<file path="src/rtl/tmr_pkg.sv">
package tmr_pkg;
  typedef enum logic [2:0] {
    REG_MODE = 3'd0,
    REG_CTRL = 3'd1,
    REG_LO0  = 3'd2,
    REG_HI0  = 3'd3,
    REG_LO1  = 3'd4,
    REG_HI1  = 3'd5
  } reg_sel_e;

  typedef enum logic [1:0] {
    MODE_13B    = 2'b00,
    MODE_16B    = 2'b01,
    MODE_RELOAD = 2'b10,
    MODE_SPLIT  = 2'b11
  } tmr_mode_e;

  typedef struct packed {
    logic      gate;
    logic      ext;
    tmr_mode_e mode;
  } unit_cfg_t;
endpackage

</file>
<file path="src/rtl/tmr_event.sv">
module tmr_event (
  input  logic clk_i,
  input  logic rst_ni,
  input  logic tick_i,
  input  logic run_i,
  input  logic gate_en_i,
  input  logic gate_pin_i,
  input  logic ext_sel_i,
  input  logic cnt_pin_i,
  output logic inc_o
);
  logic samp_q;
  logic qual;
  logic src;

  always_ff @(posedge clk_i or negedge rst_ni) begin
    if (!rst_ni)     samp_q <= 1'b0;
    else if (tick_i) samp_q <= cnt_pin_i;
  end

  assign qual  = run_i & (~gate_en_i | gate_pin_i);
  // falling edge seen between two consecutive tick samples
  assign src   = ext_sel_i ? (samp_q & ~cnt_pin_i) : 1'b1;
  assign inc_o = tick_i & qual & src;
endmodule

</file>
<file path="src/rtl/tmr_unit.sv">
module tmr_unit
  import tmr_pkg::*;
#(
  parameter int BYTE_W  = 8,
  parameter int PRESC_W = 5
) (
  input  logic              clk_i,
  input  logic              rst_ni,
  input  tmr_mode_e         mode_i,
  input  logic              inc_i,
  input  logic              inc_hi_i,
  input  logic              wr_lo_i,
  input  logic              wr_hi_i,
  input  logic [BYTE_W-1:0] wr_data_i,
  output logic [BYTE_W-1:0] lo_o,
  output logic [BYTE_W-1:0] hi_o,
  output logic              ovf_o,
  output logic              ovf_hi_o
);
  localparam int CNT_W = 2 * BYTE_W;
  localparam logic [BYTE_W-1:0]  ONE_B = BYTE_W'(1);
  localparam logic [PRESC_W-1:0] ONE_P = PRESC_W'(1);
  localparam logic [CNT_W-1:0]   ONE_W = CNT_W'(1);

  logic [BYTE_W-1:0] lo_q, hi_q, lo_n, hi_n;

  always_comb begin
    lo_n     = lo_q;
    hi_n     = hi_q;
    ovf_o    = 1'b0;
    ovf_hi_o = 1'b0;
    unique case (mode_i)
      MODE_13B: if (inc_i) begin
        lo_n[PRESC_W-1:0] = lo_q[PRESC_W-1:0] + ONE_P;
        if (&lo_q[PRESC_W-1:0]) begin
          hi_n  = hi_q + ONE_B;
          ovf_o = &hi_q;
        end
      end
      MODE_16B: if (inc_i) begin
        {hi_n, lo_n} = {hi_q, lo_q} + ONE_W;
        ovf_o        = &{hi_q, lo_q};
      end
      MODE_RELOAD: if (inc_i) begin
        if (&lo_q) begin
          lo_n  = hi_q;
          ovf_o = 1'b1;
        end else begin
          lo_n = lo_q + ONE_B;
        end
      end
      default: begin
        // split: two independent byte timers
        if (inc_i) begin
          lo_n  = lo_q + ONE_B;
          ovf_o = &lo_q;
        end
        if (inc_hi_i) begin
          hi_n     = hi_q + ONE_B;
          ovf_hi_o = &hi_q;
        end
      end
    endcase
    if (wr_lo_i) lo_n = wr_data_i;
    if (wr_hi_i) hi_n = wr_data_i;
  end

  always_ff @(posedge clk_i or negedge rst_ni) begin
    if (!rst_ni) begin
      lo_q <= '0;
      hi_q <= '0;
    end else begin
      lo_q <= lo_n;
      hi_q <= hi_n;
    end
  end

  assign lo_o = lo_q;
  assign hi_o = hi_q;
endmodule

</file>
<file path="src/rtl/dual_tmr_ctr.sv">
module dual_tmr_ctr
  import tmr_pkg::*;
#(
  parameter int BYTE_W  = 8,
  parameter int PRESC_W = 5
) (
  input  logic                clk_i,
  input  logic                rst_ni,
  input  logic                mc_tick_i,
  input  logic [1:0]          cnt_pin_i,
  input  logic [1:0]          gate_pin_i,
  input  logic                wr_en_i,
  input  logic [2:0]          wr_addr_i,
  input  logic [BYTE_W-1:0]   wr_data_i,
  input  logic [1:0]          ack_i,
  output logic [2*BYTE_W-1:0] cnt0_o,
  output logic [2*BYTE_W-1:0] cnt1_o,
  output logic [1:0]          flag_o,
  output logic                baud_tick_o
);
  localparam int N_UNITS  = 2;
  localparam int NIB_W    = 4;
  localparam int RUN_LSB  = 0;
  localparam int FLAG_LSB = 4;

  reg_sel_e sel;
  logic     wr_mode, wr_ctrl;
  logic [N_UNITS*NIB_W-1:0] mode_q;
  logic [N_UNITS-1:0] run_q, flag_q, flag_set;
  logic [N_UNITS-1:0] inc, inc_hi, ovf, ovf_hi, wr_lo, wr_hi;
  logic [BYTE_W-1:0]  lo [N_UNITS];
  logic [BYTE_W-1:0]  hi [N_UNITS];
  unit_cfg_t          cfg [N_UNITS];
  logic               baud_q;

  assign sel     = reg_sel_e'(wr_addr_i);
  assign wr_mode = wr_en_i && (sel == REG_MODE);
  assign wr_ctrl = wr_en_i && (sel == REG_CTRL);
  assign wr_lo[0] = wr_en_i && (sel == REG_LO0);
  assign wr_hi[0] = wr_en_i && (sel == REG_HI0);
  assign wr_lo[1] = wr_en_i && (sel == REG_LO1);
  assign wr_hi[1] = wr_en_i && (sel == REG_HI1);

  for (genvar u = 0; u < N_UNITS; u++) begin : g_unit
    logic ev;
    assign cfg[u] = unit_cfg_t'(mode_q[u*NIB_W +: NIB_W]);

    tmr_event u_ev (
      .clk_i      (clk_i),
      .rst_ni     (rst_ni),
      .tick_i     (mc_tick_i),
      .run_i      (run_q[u]),
      .gate_en_i  (cfg[u].gate),
      .gate_pin_i (gate_pin_i[u]),
      .ext_sel_i  (cfg[u].ext),
      .cnt_pin_i  (cnt_pin_i[u]),
      .inc_o      (ev)
    );

    if (u == 0) begin : g_lead
      assign inc[u]    = ev;
      // high byte timer borrows unit 1 run bit
      assign inc_hi[u] = mc_tick_i & run_q[1];
    end else begin : g_follow
      // split mode on this unit means stopped
      assign inc[u]    = ev & (cfg[u].mode != MODE_SPLIT);
      assign inc_hi[u] = 1'b0;
    end

    tmr_unit #(.BYTE_W(BYTE_W), .PRESC_W(PRESC_W)) u_cnt (
      .clk_i     (clk_i),
      .rst_ni    (rst_ni),
      .mode_i    (cfg[u].mode),
      .inc_i     (inc[u]),
      .inc_hi_i  (inc_hi[u]),
      .wr_lo_i   (wr_lo[u]),
      .wr_hi_i   (wr_hi[u]),
      .wr_data_i (wr_data_i),
      .lo_o      (lo[u]),
      .hi_o      (hi[u]),
      .ovf_o     (ovf[u]),
      .ovf_hi_o  (ovf_hi[u])
    );
  end

  assign flag_set[0] = ovf[0];
  assign flag_set[1] = (cfg[0].mode == MODE_SPLIT) ? ovf_hi[0] : ovf[1];

  always_ff @(posedge clk_i or negedge rst_ni) begin
    if (!rst_ni) begin
      mode_q <= '0;
      run_q  <= '0;
      flag_q <= '0;
      baud_q <= 1'b0;
    end else begin
      if (wr_mode) mode_q <= wr_data_i;
      if (wr_ctrl) run_q  <= wr_data_i[RUN_LSB +: N_UNITS];
      for (int k = 0; k < N_UNITS; k++) begin
        if (flag_set[k])    flag_q[k] <= 1'b1;
        else if (wr_ctrl)   flag_q[k] <= wr_data_i[FLAG_LSB + k];
        else if (ack_i[k])  flag_q[k] <= 1'b0;
      end
      baud_q <= ovf[1];
    end
  end

  assign cnt0_o      = {hi[0], lo[0]};
  assign cnt1_o      = {hi[1], lo[1]};
  assign flag_o      = flag_q;
  assign baud_tick_o = baud_q;
endmodule

</file>
<file path="config.mk">
export PLATFORM = sky130hd
export DESIGN_NAME = dual_tmr_ctr
export DESIGN_NICKNAME = d
export VERILOG_FILES = /design/src/rtl/tmr_pkg.sv /design/src/rtl/tmr_event.sv /design/src/rtl/tmr_unit.sv /design/src/rtl/dual_tmr_ctr.sv
export SDC_FILE = /design/constraint.sdc
export NUM_CORES = 1
export LEC_CHECK = 0
export ABC_AREA = 1
export ABC_CLOCK_PERIOD_IN_PS = 3000
export CAP_MARGIN = 40
export CELL_PAD_IN_SITES_DETAIL_PLACEMENT = 0
export CELL_PAD_IN_SITES_GLOBAL_PLACEMENT = 1
export CORE_MARGIN = 5
export CORE_UTILIZATION = 41
export DETAILED_ROUTE_END_ITERATION = 7
export PLACE_DENSITY = 0.93
export SLEW_MARGIN = 30
export SYNTH_ARGS = -nofsm -noshare
export SYNTH_HDL_FRONTEND = slang
export SYNTH_SLANG_ARGS = --single-unit
</file>
<file path="constraint.sdc">
create_clock -name clk_i -period 3 [get_ports clk_i]
set_input_delay 0.3 -clock clk_i [delete_from_list [all_inputs] [get_ports clk_i]]
set_output_delay 0.3 -clock clk_i [all_outputs]
set_load 0.01 [all_outputs]
</file>
==> impl_metrics.ini <==
[clock_network]
cts_root_buf = sky130_fd_sc_hd__clkbuf_8
cts_num_sinks = 47
cts-buffers-inserted = 5
cts.hold.buffers_added = 0
cts_post_setup_buffers_inserted = 0
cts_buffer_depth = 2
post_cts_resize_count = 0
worstSkewPairLatency_ps = 300
clock_pin_slew_reported_for_the_worst_setup_and_hold_paths_after_clock_tree_synthesis_ps = 90
cts_tree = built
htree_num_levels = 2

[placed_design]
gp_congestion = 0.897
area_of_placed_instances_mm2 = 0.00427
place.detailed.hpwl_um = 8370
pre_cts_slack_ps = 850
port_buffers = 55

[sta]
fin_worst_skew_ps = 7.01
timing_max_transition_violations_final = 0
final.hold.worst_slack_ps = 14.9
timing_worst_slew_pin_value_ps = 651
rsz0062_at_grt = no
timing.final.setup_violations = 0
period_minus_slack_ps = 2070
number_of_endpoints_with_negative_hold_slack_in_the_final_report = 0
maxClockFrequency_mhz = 482
slew_headroom_pct = 56.6
setup_tns_ps = 0
timing.final.ws_setup_ps = 926
finalCritPeriodShare_pct = 69.1

[worst_setup_path]
crit_path_category = reg2reg
worst_r2r_path_depth = 10
critical_path_peak_fanout = 8
r2r_start = g_unit[1].u_cnt.lo_o[0]$_DFFE_PN0P_
worst-endpoint-arrival_ps = 2320
worst_r2r_endpoint = g_unit[1].u_cnt.hi_o[1]$_DFFE_PN0P_
cp.required_ps = 3240
critical_path_s_top_delay_family = simple AND/OR/NAND/NOR gates
cp-end-kind = flop
critical_path.slowest_cell = sky130_fd_sc_hd__dfrtp_1
critical_path.most_common_cell = sky130_fd_sc_hd__nand3_1
crit_buf_inv = 0
nature_of_the_critical_path_startpoint = flop
critPathMaxStageDelay_ps = 480
crit_path_cell_chain = ha_1 > nand2_1 > nor2_4 > ha_1 > nor2_1 > nor2_1 > nand3_1 > nor2_4 > nand3_1 > nand3_1
r2r_slack_ps = 930

[logic_synthesis]
synth.ff_latch_count = 47
synth_cells = 571
synthXorXnorAreaFrac_pct = 1.21
synthDistinctLibCells = 30
synth_flop_cell = sky130_fd_sc_hd__dfrtp_1
synth_compound_area_share_pct = 8.67
asyncSetResetFlopFracSynth_pct = 100
synth-edff-count = 0
synth-adder-area-share_pct = 5.18
synth_warnings = 0
synth-seq-area-share_pct = 32.5
post_synth_instance_area_mm2 = 0.00362
largest_family_of_logic_cells_by_synthesized_area = simple AND/OR/NAND/NOR gates
muxShareOfSynthArea_pct = 0.311
syn-num-nets = 607
synth_simple_gate_area_share_pct = 42.9
syn_area_per_cell_um2 = 6.35

[layout]
fillers = 908
final_common_cell = sky130_fd_sc_hd__nand2_1
num_antenna_cells = 0
nets = 663
drive_gt1_share_pct = 4.78
layout-area-overhead-vs-synth_pct = 21.5
final-seq-area_mm2 = 0.00118
fin_area_mm2 = 0.00440
combined_area_of_the_multi_input_logic_cells_mm2 = 0.00211
layout_common_cells = sky130_fd_sc_hd__nand2_1, sky130_fd_sc_hd__inv_1, sky130_fd_sc_hd__nand3_1, sky130_fd_sc_hd__clkdlybuf4s50_1, sky130_fd_sc_hd__dfrtp_1

[global_route]
grt_start_max_net_pins = 48
remaining_global_route_overflow = 0
globalRouteTotalUtil_pct = 20.7
first_global_vias = 3799
wire_length_of_the_first_global_routing_pass_um = 18700
number_of_antenna_violations_at_the_first_check_in_global_routing = 0

[die]
start_util_pct = 41.8
placementRows = 34
die_y_um = 104
area_inside_the_core_boundary_mm2 = 0.00868
floorplan.die_area_mm2 = 0.0108
die_width_um = 104
pin_count = 56

[routing]
drt-total-wl_um = 11000
drt.antenna.violating_nets = 0
wl_cell_um = 15.0
met3_length_um = 531
drt-met1-wl_um = 4970
route.detailed.drc = 0
num_vias = 3852
detail_route.vias_per_cell = 5.23
route.top_layer_used = met4
drt_first_pass_iters = 5
wl_met2_um = 5330
detailedRoute.firstIterationViolations = 210

[power_and_ir_drop]
power_per_cell_area_mw_per_mm2 = 777
power.leakage_uw = 0.00224
vdd_ir_drop_max_v = 0.000289

[status]
status = finished clean

[min_path]
min-delay-path-class = in2async

[flow_run]
max_cap_viol_count = 0
routing by layer:
layer	track usage [%]	vias up
met4	6.20	0
met2	35.1	105
met5	0	-
li1	-	1929
met1	26.9	1804
met3	3.72	14
registers in the layout (all words and copies together), names as in the netlist:
signal and cells:
baud_tick_o 1, g_unit.u_cnt.lo_o 16, flag_o 2, g_unit.u_ev.samp_q 2
mode_q 8, run_q 2, g_unit.u_cnt.hi_o 16
worst reg2reg max path, delay by kind of cell, from the launching register on:
family	cells	cell delay, ps
adder cells (fa/ha/maj)	2	430
AND/OR/NAND/NOR	8	1090
flip-flops	1	480
logic make-up (layout without fill, tap and decap cells):
kind of cell / count (synthesis) / count (layout)
XOR/XNOR: 5 / 5
flip-flops: 47 / 47
buffers and inverters: 86 / 143
adder cells (fa/ha/maj): 15 / 15
AND/OR/NAND/NOR: 358 / 358
AO/OA/AOI/OAI: 59 / 59
multiplexers: 1 / 1
how the worst max path moves through the flow:
stage | start | to | slack (ps) | depth (start not counted)
2_1_floorplan | g_unit[1].u_cnt.lo_o[0]$_DFFE_PN0P_ | g_unit[1].u_cnt.hi_o[3]$_DFFE_PN0P_ | 1230 | 11
3_3_place_gp | wr_en_i | g_unit[0].u_cnt.lo_o[7]$_DFFE_PN0P_ | 930 | 9
3_5_place_dp | wr_en_i | g_unit[0].u_cnt.lo_o[0]$_DFFE_PN0P_ | 850 | 8
4_1_cts | g_unit[1].u_cnt.lo_o[0]$_DFFE_PN0P_ | g_unit[1].u_cnt.hi_o[1]$_DFFE_PN0P_ | 900 | 10
5_1_grt | g_unit[1].u_cnt.lo_o[0]$_DFFE_PN0P_ | g_unit[1].u_cnt.hi_o[4]$_DFFE_PN0P_ | 690 | 11
6_report | g_unit[1].u_cnt.lo_o[0]$_DFFE_PN0P_ | g_unit[1].u_cnt.hi_o[1]$_DFFE_PN0P_ | 930 | 10
through the flow:
step	power, µW	instances	utilization, %
final	3420	736	50.7
after global routing	3730	736	50.7
after CTS	3440	736	50.7
after detailed placement	2860	728	49.2
after global placement	2820	728	49.2
after floorplan	2100	571	-
synth_stat cells, drive strengths merged (5+ instances only):
cell type | count | area, µm²
ha | 15 | 188
o21ai | 34 | 174
inv | 80 | 300
nand2 | 207 | 795
buf | 5 | 31.3
nor3 | 5 | 25.0
dfrtp | 47 | 1180
nand3b | 5 | 37.5
a21oi | 18 | 90.1
xor2 | 5 | 43.8
nor2 | 50 | 223
nand3 | 80 | 405
nand4 | 6 | 37.5
report_power, final:
part | leakage [µW] | internal [µW] | switching [µW] | total, µW
sequential | 0.000596 | 852 | 410 | 1260
clock | 0.0000654 | 334 | 235 | 568
combinational | 0.00158 | 758 | 834 | 1590
layout make-up:
cell class,count,area share [%]
Clock inverter,2,1.36
Multi-Input combinational cell,438,48.0
Sequential cell,47,26.7
Inverter,80,6.82
Clock buffer,6,1.65
Tap cell,108,3.07
Timing Repair Buffer,55,12.4
Power figures use the tool's default switching activity.
